===== src/rtl/irqc_pkg.sv =====
package irqc_pkg;
   localparam int unsigned ADDR_W    = 10;
   localparam int unsigned BANK_W    = 32;
   localparam int unsigned MAX_BANKS = 4;

   localparam logic [ADDR_W-1:0] OFS_REV  = 10'h000;
   localparam logic [ADDR_W-1:0] OFS_CFG  = 10'h010;
   localparam logic [ADDR_W-1:0] OFS_STAT = 10'h014;
   localparam logic [ADDR_W-1:0] OFS_ACT  = 10'h040;
   localparam logic [ADDR_W-1:0] OFS_CTRL = 10'h048;
   localparam logic [ADDR_W-1:0] OFS_PROT = 10'h04C;
   localparam logic [ADDR_W-1:0] OFS_IDLE = 10'h050;
   localparam logic [ADDR_W-1:0] OFS_THR  = 10'h068;
   localparam logic [7:0]        LVL_WORD0 = 8'h40;   // 0x100 >> 2

   typedef enum logic [2:0] {
      BR_NONE,
      BR_MASK,
      BR_ENA,
      BR_DIS,
      BR_PEND
   } bank_reg_e;

   // Offset inside one 0x20-byte bank window
   function automatic bank_reg_e bank_reg_kind(input logic [4:0] low);
      case (low)
         5'h04:   return BR_MASK;
         5'h08:   return BR_ENA;
         5'h0C:   return BR_DIS;
         5'h18:   return BR_PEND;
         default: return BR_NONE;
      endcase
   endfunction
endpackage


===== src/rtl/irqc_bank.sv =====
module irqc_bank #(
   parameter int unsigned WIDTH = 32
) (
   input  logic             clk,
   input  logic             rst_n,
   input  logic             soft_clr,
   input  logic             ena_we,
   input  logic             dis_we,
   input  logic [WIDTH-1:0] wdata,
   input  logic [WIDTH-1:0] src,
   output logic [WIDTH-1:0] mask_q,
   output logic [WIDTH-1:0] pend
);
   always_ff @(posedge clk or negedge rst_n) begin
      if (!rst_n) begin
         mask_q <= '1;
      end else if (soft_clr) begin
         mask_q <= '1;
      end else if (ena_we) begin
         mask_q <= mask_q & ~wdata;
      end else if (dis_we) begin
         mask_q <= mask_q | wdata;
      end
   end

   assign pend = src & ~mask_q;
endmodule


===== src/rtl/irqc_select.sv =====
module irqc_select #(
   parameter int unsigned NSRC = 128,
   parameter int unsigned ID_W = 7
) (
   input  logic            clk,
   input  logic            rst_n,
   input  logic            soft_clr,
   input  logic            ack,
   input  logic [NSRC-1:0] pend,
   output logic            act_valid,
   output logic [ID_W-1:0] act_num
);
   logic            found;
   logic [ID_W-1:0] low_idx;

   // Lowest index wins: scan downward so the last hit is the lowest
   always_comb begin
      found   = 1'b0;
      low_idx = '0;
      for (int i = NSRC - 1; i >= 0; i--) begin
         if (pend[i]) begin
            found   = 1'b1;
            low_idx = i[ID_W-1:0];
         end
      end
   end

   always_ff @(posedge clk or negedge rst_n) begin
      if (!rst_n) begin
         act_valid <= 1'b0;
         act_num   <= '0;
      end else if (soft_clr || ack) begin
         act_valid <= 1'b0;
         act_num   <= '0;
      end else if (!act_valid && found) begin
         act_valid <= 1'b1;
         act_num   <= low_idx;
      end
   end
endmodule


===== src/rtl/irqc_cfg.sv =====
module irqc_cfg #(
   parameter int unsigned NSRC       = 128,
   parameter int unsigned ID_W       = 7,
   parameter int unsigned LVL_W      = 8,
   parameter int unsigned THR_W      = 8,
   parameter int unsigned IDLE_W     = 2,
   parameter int unsigned RST_CYCLES = 4
) (
   input  logic              clk,
   input  logic              rst_n,
   input  logic              we_cfg,
   input  logic              we_prot,
   input  logic              we_idle,
   input  logic              we_thr,
   input  logic              we_lvl,
   input  logic [ID_W-1:0]   lvl_idx,
   input  logic [31:0]       wdata,
   output logic              busy,
   output logic              autoidle,
   output logic              prot,
   output logic [IDLE_W-1:0] idle,
   output logic [THR_W-1:0]  thr,
   output logic [LVL_W-1:0]  lvl_rd
);
   localparam int unsigned CNT_W = $clog2(RST_CYCLES + 1);
   localparam logic [CNT_W-1:0] RST_LOAD = CNT_W'(RST_CYCLES);

   logic [CNT_W-1:0] rst_cnt;
   logic [LVL_W-1:0] lvl_q [NSRC];

   assign busy = (rst_cnt != '0);

   always_ff @(posedge clk or negedge rst_n) begin
      if (!rst_n) begin
         rst_cnt  <= '0;
         autoidle <= 1'b0;
         prot     <= 1'b0;
         idle     <= '0;
         thr      <= '0;
      end else if (busy) begin
         rst_cnt  <= rst_cnt - 1'b1;
         autoidle <= 1'b0;
         prot     <= 1'b0;
         idle     <= '0;
         thr      <= '0;
      end else begin
         if (we_cfg) begin
            autoidle <= wdata[0];
            if (wdata[1]) rst_cnt <= RST_LOAD;
         end
         if (we_prot) prot <= wdata[0];
         if (we_idle) idle <= wdata[IDLE_W-1:0];
         if (we_thr)  thr  <= wdata[THR_W-1:0];
      end
   end

   for (genvar n = 0; n < NSRC; n++) begin : g_lvl
      always_ff @(posedge clk or negedge rst_n) begin
         if (!rst_n) begin
            lvl_q[n] <= '0;
         end else if (busy) begin
            lvl_q[n] <= '0;
         end else if (we_lvl && (lvl_idx == ID_W'(n))) begin
            lvl_q[n] <= wdata[LVL_W-1:0];
         end
      end
   end

   assign lvl_rd = lvl_q[lvl_idx];
endmodule


===== src/rtl/banked_irq_ctrl.sv =====
module banked_irq_ctrl #(
   parameter int unsigned NUM_BANKS  = 4,
   parameter int unsigned LVL_W      = 8,
   parameter int unsigned THR_W      = 8,
   parameter int unsigned IDLE_W     = 2,
   parameter int unsigned RST_CYCLES = 4,
   parameter int unsigned REV_MAJOR  = 5,
   parameter int unsigned REV_MINOR  = 0,
   localparam int unsigned NSRC      = NUM_BANKS * irqc_pkg::BANK_W
) (
   input  logic                        clk,
   input  logic                        rst_n,
   input  logic                        bus_we,
   input  logic [irqc_pkg::ADDR_W-1:0] bus_addr,
   input  logic [31:0]                 bus_wdata,
   output logic [31:0]                 bus_rdata,
   input  logic [NSRC-1:0]             src_lvl,
   output logic                        cpu_irq
);
   import irqc_pkg::*;

   localparam int unsigned ID_W = $clog2(NSRC);
   localparam logic [MAX_BANKS-1:0] BANK_PRESENT = MAX_BANKS'((1 << NUM_BANKS) - 1);
   localparam logic [7:0] REV_WORD = {REV_MAJOR[3:0], REV_MINOR[3:0]};

   if (!(NUM_BANKS == 3 || NUM_BANKS == 4)) begin : g_bad_banks
      $error("NUM_BANKS must be 3 or 4");
   end
   if (RST_CYCLES < 1) begin : g_bad_rst
      $error("RST_CYCLES must be at least 1");
   end
   if (LVL_W < 1 || LVL_W > 32 || THR_W < 1 || THR_W > 32 || IDLE_W < 1 || IDLE_W > 32) begin : g_bad_w
      $error("storage widths must lie in 1..32");
   end
   if (REV_MAJOR > 15 || REV_MINOR > 15) begin : g_bad_rev
      $error("revision fields are 4 bits");
   end

   // Address decode
   logic            wr_ok, soft_clr;
   logic            in_bank, in_lvl;
   logic [1:0]      bsel;
   bank_reg_e       bkind;
   logic [7:0]      lvl_word;
   logic [ID_W-1:0] lvl_idx;

   assign wr_ok    = bus_we && !soft_clr;
   assign in_bank  = (bus_addr[9:7] == 3'b001);
   assign bsel     = bus_addr[6:5];
   assign bkind    = bank_reg_kind(bus_addr[4:0]);
   assign lvl_word = bus_addr[9:2] - LVL_WORD0;
   assign in_lvl   = (bus_addr[9:8] != 2'b00) && (bus_addr[1:0] == 2'b00)
                     && (32'(lvl_word) < NSRC);
   assign lvl_idx  = lvl_word[ID_W-1:0];

   logic ack;
   assign ack = wr_ok && (bus_addr == OFS_CTRL) && bus_wdata[0];

   // Banks
   logic [NSRC-1:0]   mask_all, pend_all;
   logic [BANK_W-1:0] mask_b [MAX_BANKS];
   logic [BANK_W-1:0] pend_b [MAX_BANKS];

   for (genvar b = 0; b < MAX_BANKS; b++) begin : g_bank
      if (b < NUM_BANKS) begin : g_live
         logic sel;
         assign sel = wr_ok && in_bank && (bsel == 2'(b));
         irqc_bank #(.WIDTH(BANK_W)) u_bank (
            .clk      (clk),
            .rst_n    (rst_n),
            .soft_clr (soft_clr),
            .ena_we   (sel && (bkind == BR_ENA)),
            .dis_we   (sel && (bkind == BR_DIS)),
            .wdata    (bus_wdata),
            .src      (src_lvl[b*BANK_W +: BANK_W]),
            .mask_q   (mask_b[b]),
            .pend     (pend_b[b])
         );
         assign mask_all[b*BANK_W +: BANK_W] = mask_b[b];
         assign pend_all[b*BANK_W +: BANK_W] = pend_b[b];
      end else begin : g_absent
         assign mask_b[b] = '0;
         assign pend_b[b] = '0;
      end
   end

   assign cpu_irq = |pend_all;

   // Selection
   logic            act_valid;
   logic [ID_W-1:0] act_num;

   irqc_select #(.NSRC(NSRC), .ID_W(ID_W)) u_sel (
      .clk       (clk),
      .rst_n     (rst_n),
      .soft_clr  (soft_clr),
      .ack       (ack),
      .pend      (pend_all),
      .act_valid (act_valid),
      .act_num   (act_num)
   );

   // Configuration, soft reset and save/restore storage
   logic              autoidle, prot;
   logic [IDLE_W-1:0] idle;
   logic [THR_W-1:0]  thr;
   logic [LVL_W-1:0]  lvl_rd;

   irqc_cfg #(
      .NSRC(NSRC), .ID_W(ID_W), .LVL_W(LVL_W), .THR_W(THR_W),
      .IDLE_W(IDLE_W), .RST_CYCLES(RST_CYCLES)
   ) u_cfg (
      .clk      (clk),
      .rst_n    (rst_n),
      .we_cfg   (wr_ok && (bus_addr == OFS_CFG)),
      .we_prot  (wr_ok && (bus_addr == OFS_PROT)),
      .we_idle  (wr_ok && (bus_addr == OFS_IDLE)),
      .we_thr   (wr_ok && (bus_addr == OFS_THR)),
      .we_lvl   (wr_ok && in_lvl),
      .lvl_idx  (lvl_idx),
      .wdata    (bus_wdata),
      .busy     (soft_clr),
      .autoidle (autoidle),
      .prot     (prot),
      .idle     (idle),
      .thr      (thr),
      .lvl_rd   (lvl_rd)
   );

   // Read path
   always_comb begin
      bus_rdata = '0;
      if (in_bank) begin
         if (BANK_PRESENT[bsel]) begin
            case (bkind)
               BR_MASK: bus_rdata = mask_b[bsel];
               BR_PEND: bus_rdata = pend_b[bsel];
               default: bus_rdata = '0;
            endcase
         end
      end else if (in_lvl) begin
         bus_rdata = 32'(lvl_rd);
      end else begin
         case (bus_addr)
            OFS_REV:  bus_rdata = 32'(REV_WORD);
            OFS_CFG:  bus_rdata = {30'b0, soft_clr, autoidle};
            OFS_STAT: bus_rdata = {31'b0, !soft_clr};
            OFS_ACT:  bus_rdata = 32'(act_num);
            OFS_PROT: bus_rdata = {31'b0, prot};
            OFS_IDLE: bus_rdata = 32'(idle);
            OFS_THR:  bus_rdata = 32'(thr);
            default:  bus_rdata = '0;
         endcase
      end
   end
endmodule


===== config.mk =====
export PLATFORM = sky130hd
export DESIGN_NAME = banked_irq_ctrl
export DESIGN_NICKNAME = d
export VERILOG_FILES = /design/src/rtl/irqc_pkg.sv /design/src/rtl/irqc_bank.sv /design/src/rtl/irqc_select.sv /design/src/rtl/irqc_cfg.sv /design/src/rtl/banked_irq_ctrl.sv
export SDC_FILE = /design/constraint.sdc
export NUM_CORES = 2
export LEC_CHECK = 0
export CORE_ASPECT_RATIO = 0.5
export CORE_MARGIN = 2
export CORE_UTILIZATION = 30
export CTS_CLUSTER_SIZE = 30
export DETAILED_ROUTE_END_ITERATION = 16
export DONT_BUFFER_PORTS = 1
export HOLD_SLACK_MARGIN = 0.06
export PLACE_DENSITY_LB_ADDON = 0.05
export SETUP_SLACK_MARGIN = 0.15
export SYNTH_ARGS = -nofsm -noshare
export SYNTH_HDL_FRONTEND = slang
export SYNTH_SLANG_ARGS = --single-unit

===== constraint.sdc =====
create_clock -name clk -period 5.5 [get_ports clk]
set_input_delay 1.1 -clock clk [delete_from_list [all_inputs] [get_ports clk]]
set_output_delay 1.1 -clock clk [all_outputs]
set_load 0.03 [all_outputs]

Word level (Yosys, flattened, before mapping) --
Index checks and enable logic that the tools add are counted.
Storage, ports and cells: register bits after elaboration 1175, bits of input ports 173, output and inout bits 33, word-level logic and storage cells 1167
Cells by class: add/sub/neg operators 2, order comparisons 4, equality and inequality tests 146, multiplexer cells 556, bitwise operators 19, reductions and logical operators 301
Operators with widths (count):
- $mux W8 | 261
- $mux W7 | 130
- $mux W32 | 18
- $eq A7 B7 Y1 const B | 64
- $reduce_bool A2 Y1 | 135
- $and A32 B32 Y32 | 8
- $eq A7 B6 Y1 const B | 32
- $not A32 Y32 | 5
- $logic_and A1 B1 Y1 | 152
- $mux W1 | 135
- $bmux W32 S2 | 2
- $or A32 B32 Y32 | 4
- $reduce_or A128 Y1 | 1
- $eq A7 B5 Y1 const B | 16
- $pmux W32 S2 | 1
- $bmux W8 S7 | 1
- $eq A7 B4 Y1 const B | 8
- $pmux W8 S7 | 1
- $eq A10 B7 Y1 const B | 5
- $eq A7 B3 Y1 const B | 4
- $eq A10 B5 Y1 const B | 2
- $reduce_bool A3 Y1 | 5
- $eq A7 B2 Y1 const B | 2
- $pmux W3 S4 | 1
- other kinds (26) | 35

Depth between registers and ports, before layout --
depth in word-level cells 133, gate-level depth with buffers 11

By module --
Synthesis repeated with hierarchy kept, for this count alone.
Second synthesis, totals: cells, all modules 6596, area, all modules 63130.5 µm²
By module, submodules not included:
- irqc_cfg | times used 1, cells an instance 5438, area an instance 51526.9 µm², sequential area each 25999.9 µm²
- irqc_bank | times used 4, cells an instance 140, area an instance 1702.9 µm², sequential area each 840.8 µm²
- banked_irq_ctrl | times used 1, cells an instance 273, area an instance 2777.7 µm², sequential area each 0.0 µm²
- irqc_select | times used 1, cells an instance 325, area an instance 2014.4 µm², sequential area each 200.2 µm²

Worst setup path after synthesis --
No wires, ideal clock.
path kind input to output, from in bus_addr[2] (netlist bit), to out bus_rdata[6], data arrival time 3.219 ns, required time 4.400 ns, setup slack 1.181 ns, stages 9, cell sequence buf_2 -> buf_4 -> buf_6 -> nor2b_1 -> nand2_1 -> nor2_1 -> buf_4 -> a221oi_1 -> a31oi_1
On the way: cells in the longest elaborated chain, start to end 7, elaborated cells between the ends (all ways) 26, classes of those cells 1 x add/sub; 1 x order compare; 12 x eq/ne; 9 x mux; 1 x bitwise; 2 x reduce/logical
RTL lines:
- from (decl) | line banked_irq_ctrl.sv:14 | input logic [irqc_pkg::ADDR_W-1:0] bus_addr,
- $sub A8 B7 Y8 | line banked_irq_ctrl.sv:51 | assign lvl_word = bus_addr[9:2] - LVL_WORD0;
- $not A7 Y8 (not written as such) | line irqc_cfg.sv:69 | assign lvl_rd = lvl_q[lvl_idx];
- $bmux W8 S7 | line irqc_cfg.sv:69
- $mux W8 (not written as such) (2 in a row) | line irqc_cfg.sv:69
- $mux W8 | line banked_irq_ctrl.sv:141 | end else if (in_lvl) begin
- $mux W32 * | line banked_irq_ctrl.sv:133 | if (in_bank) begin
- to (decl) | line banked_irq_ctrl.sv:16 | output logic [31:0] bus_rdata,
Every way passes the cells marked *; elsewhere a longest branch is shown, timed or not. The select of a mux whose other input is x is not followed.

Worst setup path after layout --
from in bus_addr[5] (netlist bit), to out bus_rdata[4]
On the way: cells in the longest elaborated chain, start to end 7, elaborated cells between the ends (all ways) 28, classes of those cells 1 x add/sub; 1 x order compare; 6 x eq/ne; 16 x mux; 2 x bitwise; 2 x reduce/logical
RTL lines (line):
- $sub A8 B7 Y8 / $not A2 Y3 (equally long branches) | banked_irq_ctrl.sv:51, banked_irq_ctrl.sv:136, banked_irq_ctrl.sv:137
- $not A7 Y8 (not written as such), or another cell as far along | irqc_cfg.sv:69
- $bmux W8 S7, or another cell as far along | irqc_cfg.sv:69
- $mux W8 (not written as such), or another cell as far along | irqc_cfg.sv:69
- $mux W8 (not written as such) / $pmux W32 S2 (equally long branches) | irqc_cfg.sv:69, banked_irq_ctrl.sv:135
- $mux W8 / $mux W32 (equally long branches) | banked_irq_ctrl.sv:141, banked_irq_ctrl.sv:134
- $mux W32 * | banked_irq_ctrl.sv:133
Marks and branches as above.

==> summary.txt <==
Run status
  – Status: finished, final reports clean

Power and ir drop
  – Power Total: 20.78 mW
  – Maximum vdd drop: 0.3944 mV
  – Switching pwr: 6.221 mW
  – Switching Share: 0.2994
  – Flop pwr share: 0.417
  – Clock power share: 0.456
  – Power Density: 304.3 mW/mm^2
  – P_int: 14.56 mW
  – Comb pwr share: 0.127
  – Leak pwr: 24.87 nW

Synthesis
  – Number of flops mapped to enable cells by yosys: 0
  – Syn_nets: 6755
  – Ys Warns: 0
  – Post-synthesis sequential area ratio: 0.4873
  – Post-synthesis cell count: 6580
  – Synthesized area: 0.06066 sq mm
  – Ys async rst share: 1.000
  – Dominant synthesized flop cell: dfrtp_1
  – Mean post-synth cell area: 9.219 sq um
  – Post-synthesis cell type count: 73
  – Flop and latch count out of synthesis: 1175

STA
  – Fmax: 183.6 MHz
  – Final Hold Fails: 0
  – Crit path time final: 5.448 ns
  – Final setup viols: 0
  – Rel. slew slack: 0.1215
  – Tcrit/Tclk final: 0.9905
  – Unrepaired setup endpoints after global routing: true
  – Final Skew: 0.04858 ns
  – Final Max Slew Viols: 0
  – Actual slew at the worst max-slew pin: 1.313 ns
  – Min Hold Slack: 0.2176 ns
  – Final Worst Setup Slack: 0.05214 ns

Clocking
  – Worst-path clk slew: 0.06 ns
  – Clk buf depth: 4
  – Postcts setup bufs: 0
  – CTS tree: done
  – Clock root buffer: clkbuf_16
  – CTS H-Tree Depth: 4
  – Clk sinks: 1175
  – Clock Latency Late Sink: 0.79 ns
  – Num CTS Buffers: 139

Detailed routing
  – 1st-iter DRT viols: 5403
  – Total Wirelength: 254300 microns
  – First-pass DRT Iterations: 6
  – # DRC: 0
  – Drt via density: 5.640
  – Wire length per cell: 27.72 microns
  – Total number of vias: 51757
  – Post-route ant nets: 0

Worst setup path
  – RR Startpoint: u_cfg.rst_cnt[0]
  – CP Launch Point: bus_addr[5]
  – Crit start category: primary input
  – Worst setup endpoint: bus_rdata[4]
  – CP Max Fanout: 127
  – CP Cell Sequence: nor2_4, buf_4, buf_4, a22o_1, a221oi_1, o22ai_1, o31ai_1, a31oi_1, buf_4, buf_4
  – Most used cell, CP: buf_4
  – Worst Path Required: 4.40 ns
  – Slowest cell on the critical path: nor2_4
  – R2r setup slk: 1.91 ns
  – Reg-to-Reg End: u_cfg.lvl_q[1020]
  – Critical path's largest stage delay: 0.57 ns
  – Crit path DAT: 4.35 ns
  – CP Class: in2out
  – Worst R2R Path Depth: 7
  – Crit end category: primary output

Placed design
  – Placer congestion estimate: 0.8963
  – Placed cell area: 0.06364 sq mm
  – Setup WS pre-CTS: -0.2660 ns
  – Post-DP HPWL: 152900 microns
  – PortBufs: 0

Layout
  – Most frequent cells in the layout: 1816 x nand2_1, 1256 x a21oi_1, 1047 x dfrtp_1
  – Final #Nets: 6536
  – Fraction of layout cells with a size suffix above 1: 0.1338
  – Fin util: 0.3407
  – Commonest non-fill, non-tap cell in the layout: nand2_1
  – Post-synthesis to final-layout area growth: 12.57%
  – Final instance area: 0.06829 sq mm
  – # fillers: 20420

Global routing
  – Gr ovfl total: 0
  – Gr usage total: 0.2432
  – First-pass GRT wire length: 373200 microns
  – Initial antenna violation count: 20
  – Vias in the first global route: 50960
  – Largest net degree at the start of global routing: 304

Floorplanning
  – Die W: 639.9 microns
  – Starting Density: 0.3027
  – Die Footprint: 0.2060 sq mm
  – Core box area: 0.2004 sq mm
  – I/O pin count: 206
  – Chip height: 322.0 microns
  – FP Rows: 116

Flow run
  – Max Cap Violations: 0

Hold path
  – Hold Path Class: in2async
[power by group through the flow]
| stage | sequential [mW] | clock [mW] | combinational [mW] |
|---|---|---|---|
| after floorplan | 8.82 | 0 | 1.78 |
| after global placement | 8.82 | 0 | 2.58 |
| after detailed placement | 8.82 | 0 | 2.61 |
| after CTS | 8.67 | 9.69 | 2.61 |
| after global routing | 8.66 | 10.1 | 2.78 |
| final | 8.67 | 9.48 | 2.64 |
[per-layer routing]
layer | wire [microns] | global-route usage
met1 | 116500 | 0.3515
met2 | 115100 | 0.3775
met3 | 16670 | 0.04158
met4 | 6051 | 0.05949
met5 | 48 | 0
[final cells by class]
| class | count | area, sq um | share of cell area |
|---|---|---|---|
| tap | 2714 | 3396 | 0.04973 |
| antenna | 8 | 20.02 | 0.0002932 |
| clock inverter | 32 | 386.6 | 0.005662 |
| inverter | 14 | 60.06 | 0.0008795 |
| sequential | 1175 | 29560 | 0.4329 |
| timing repair buffer | 174 | 1669 | 0.02444 |
| clock buffer | 203 | 4084 | 0.05980 |
| multi-input combinational | 4857 | 29110 | 0.4263 |
[timing repair]
action,CTS,global route
cloned,1,0
gates resized for setup,2,21
hold buffers,1,0
endpoints found under the setup margin,2,7
pin swaps,0,2
endpoints found under the hold margin,4,0
[cells by family after synthesis]
group | share of synthesized area
AOI/OAI and AO/OA | 0.1464
buffers and inverters | 0.03789
muxes | 0.1233
and+or+nand+nor | 0.2046
adders and majority gates | 0.0004124
DFF | 0.4873
[worst min path at each step]
stage                     start                                  to  cells after the start
4_1_cts           bus_wdata[14]  g_bank[0].g_live.u_bank.mask_q[14]                      1
5_1_grt                   rst_n                    u_cfg.lvl_q[235]                      1
2_1_floorplan  u_cfg.rst_cnt[2]                    u_cfg.rst_cnt[2]                      2
3_3_place_gp   u_cfg.rst_cnt[2]                    u_cfg.rst_cnt[2]                      2
3_5_place_dp   u_cfg.rst_cnt[2]                    u_cfg.rst_cnt[2]                      2
6_report                  rst_n                    u_cfg.lvl_q[235]                      1
[registers in the layout, summed over array words and instances, names as in the netlist]
register	flops
u_sel.act_num	7
u_sel.act_valid	1
u_cfg.prot	1
u_cfg.thr	8
u_cfg.idle	2
g_bank.g_live.u_bank.mask_q	128
u_cfg.autoidle	1
u_cfg.lvl_q	1024
u_cfg.rst_cnt	3
[worst max-delay path, delay by kind of cell]
| kind | cells | cell delay, ns |
|---|---|---|
| buffers and inverters | 4 | 1.05 |
| AO/OA/AOI/OAI | 5 | 1.31 |
| AND/OR/NAND/NOR | 1 | 0.57 |
[cells in the mapped netlist, types with 3 or more instances]
cell type	number	area share
and3_1	5	0.00052
and4_1	5	0.00072
o22ai_1	12	0.0012
nor2_2	3	0.00031
a21oi_1	1256	0.10
a311oi_1	3	0.00043
nor2_1	193	0.012
inv_1	14	0.00087
buf_1	27	0.0017
nor4_1	27	0.0028
o2111ai_1	11	0.0016
nor3_1	33	0.0027
a211oi_1	20	0.0025
mux2i_1	83	0.014
clkbuf_1	380	0.024
dfstp_2	128	0.055
and2_1	8	0.00083
buf_6	6	0.0011
nand2b_1	99	0.010
nor3_4	4	0.0011
a22o_1	43	0.0062
buf_2	106	0.0087
a22oi_1	55	0.0068
nand3_1	519	0.043
o31ai_1	18	0.0022
mux4_2	294	0.11
buf_4	16	0.0020
a221oi_1	45	0.0065
dfrtp_1	1047	0.43
nand2_1	1816	0.11
or4_1	6	0.00074
o211ai_1	34	0.0042
a2111oi_0	6	0.00087
nor2b_1	112	0.012
nand4_1	14	0.0014
nand4b_1	3	0.00043
a21boi_0	3	0.00037
o21ai_0	65	0.0054
a31oi_1	18	0.0019
[through the flow]
step                      std cells  TNS, ns
after floorplan                6580        0
after global placement         8929  -0.4404
after detailed placement       8930  -0.2937
after CTS                      9167        0
after global routing           9169        0
final                          9177        0
Power figures use the tool's default switching activity.
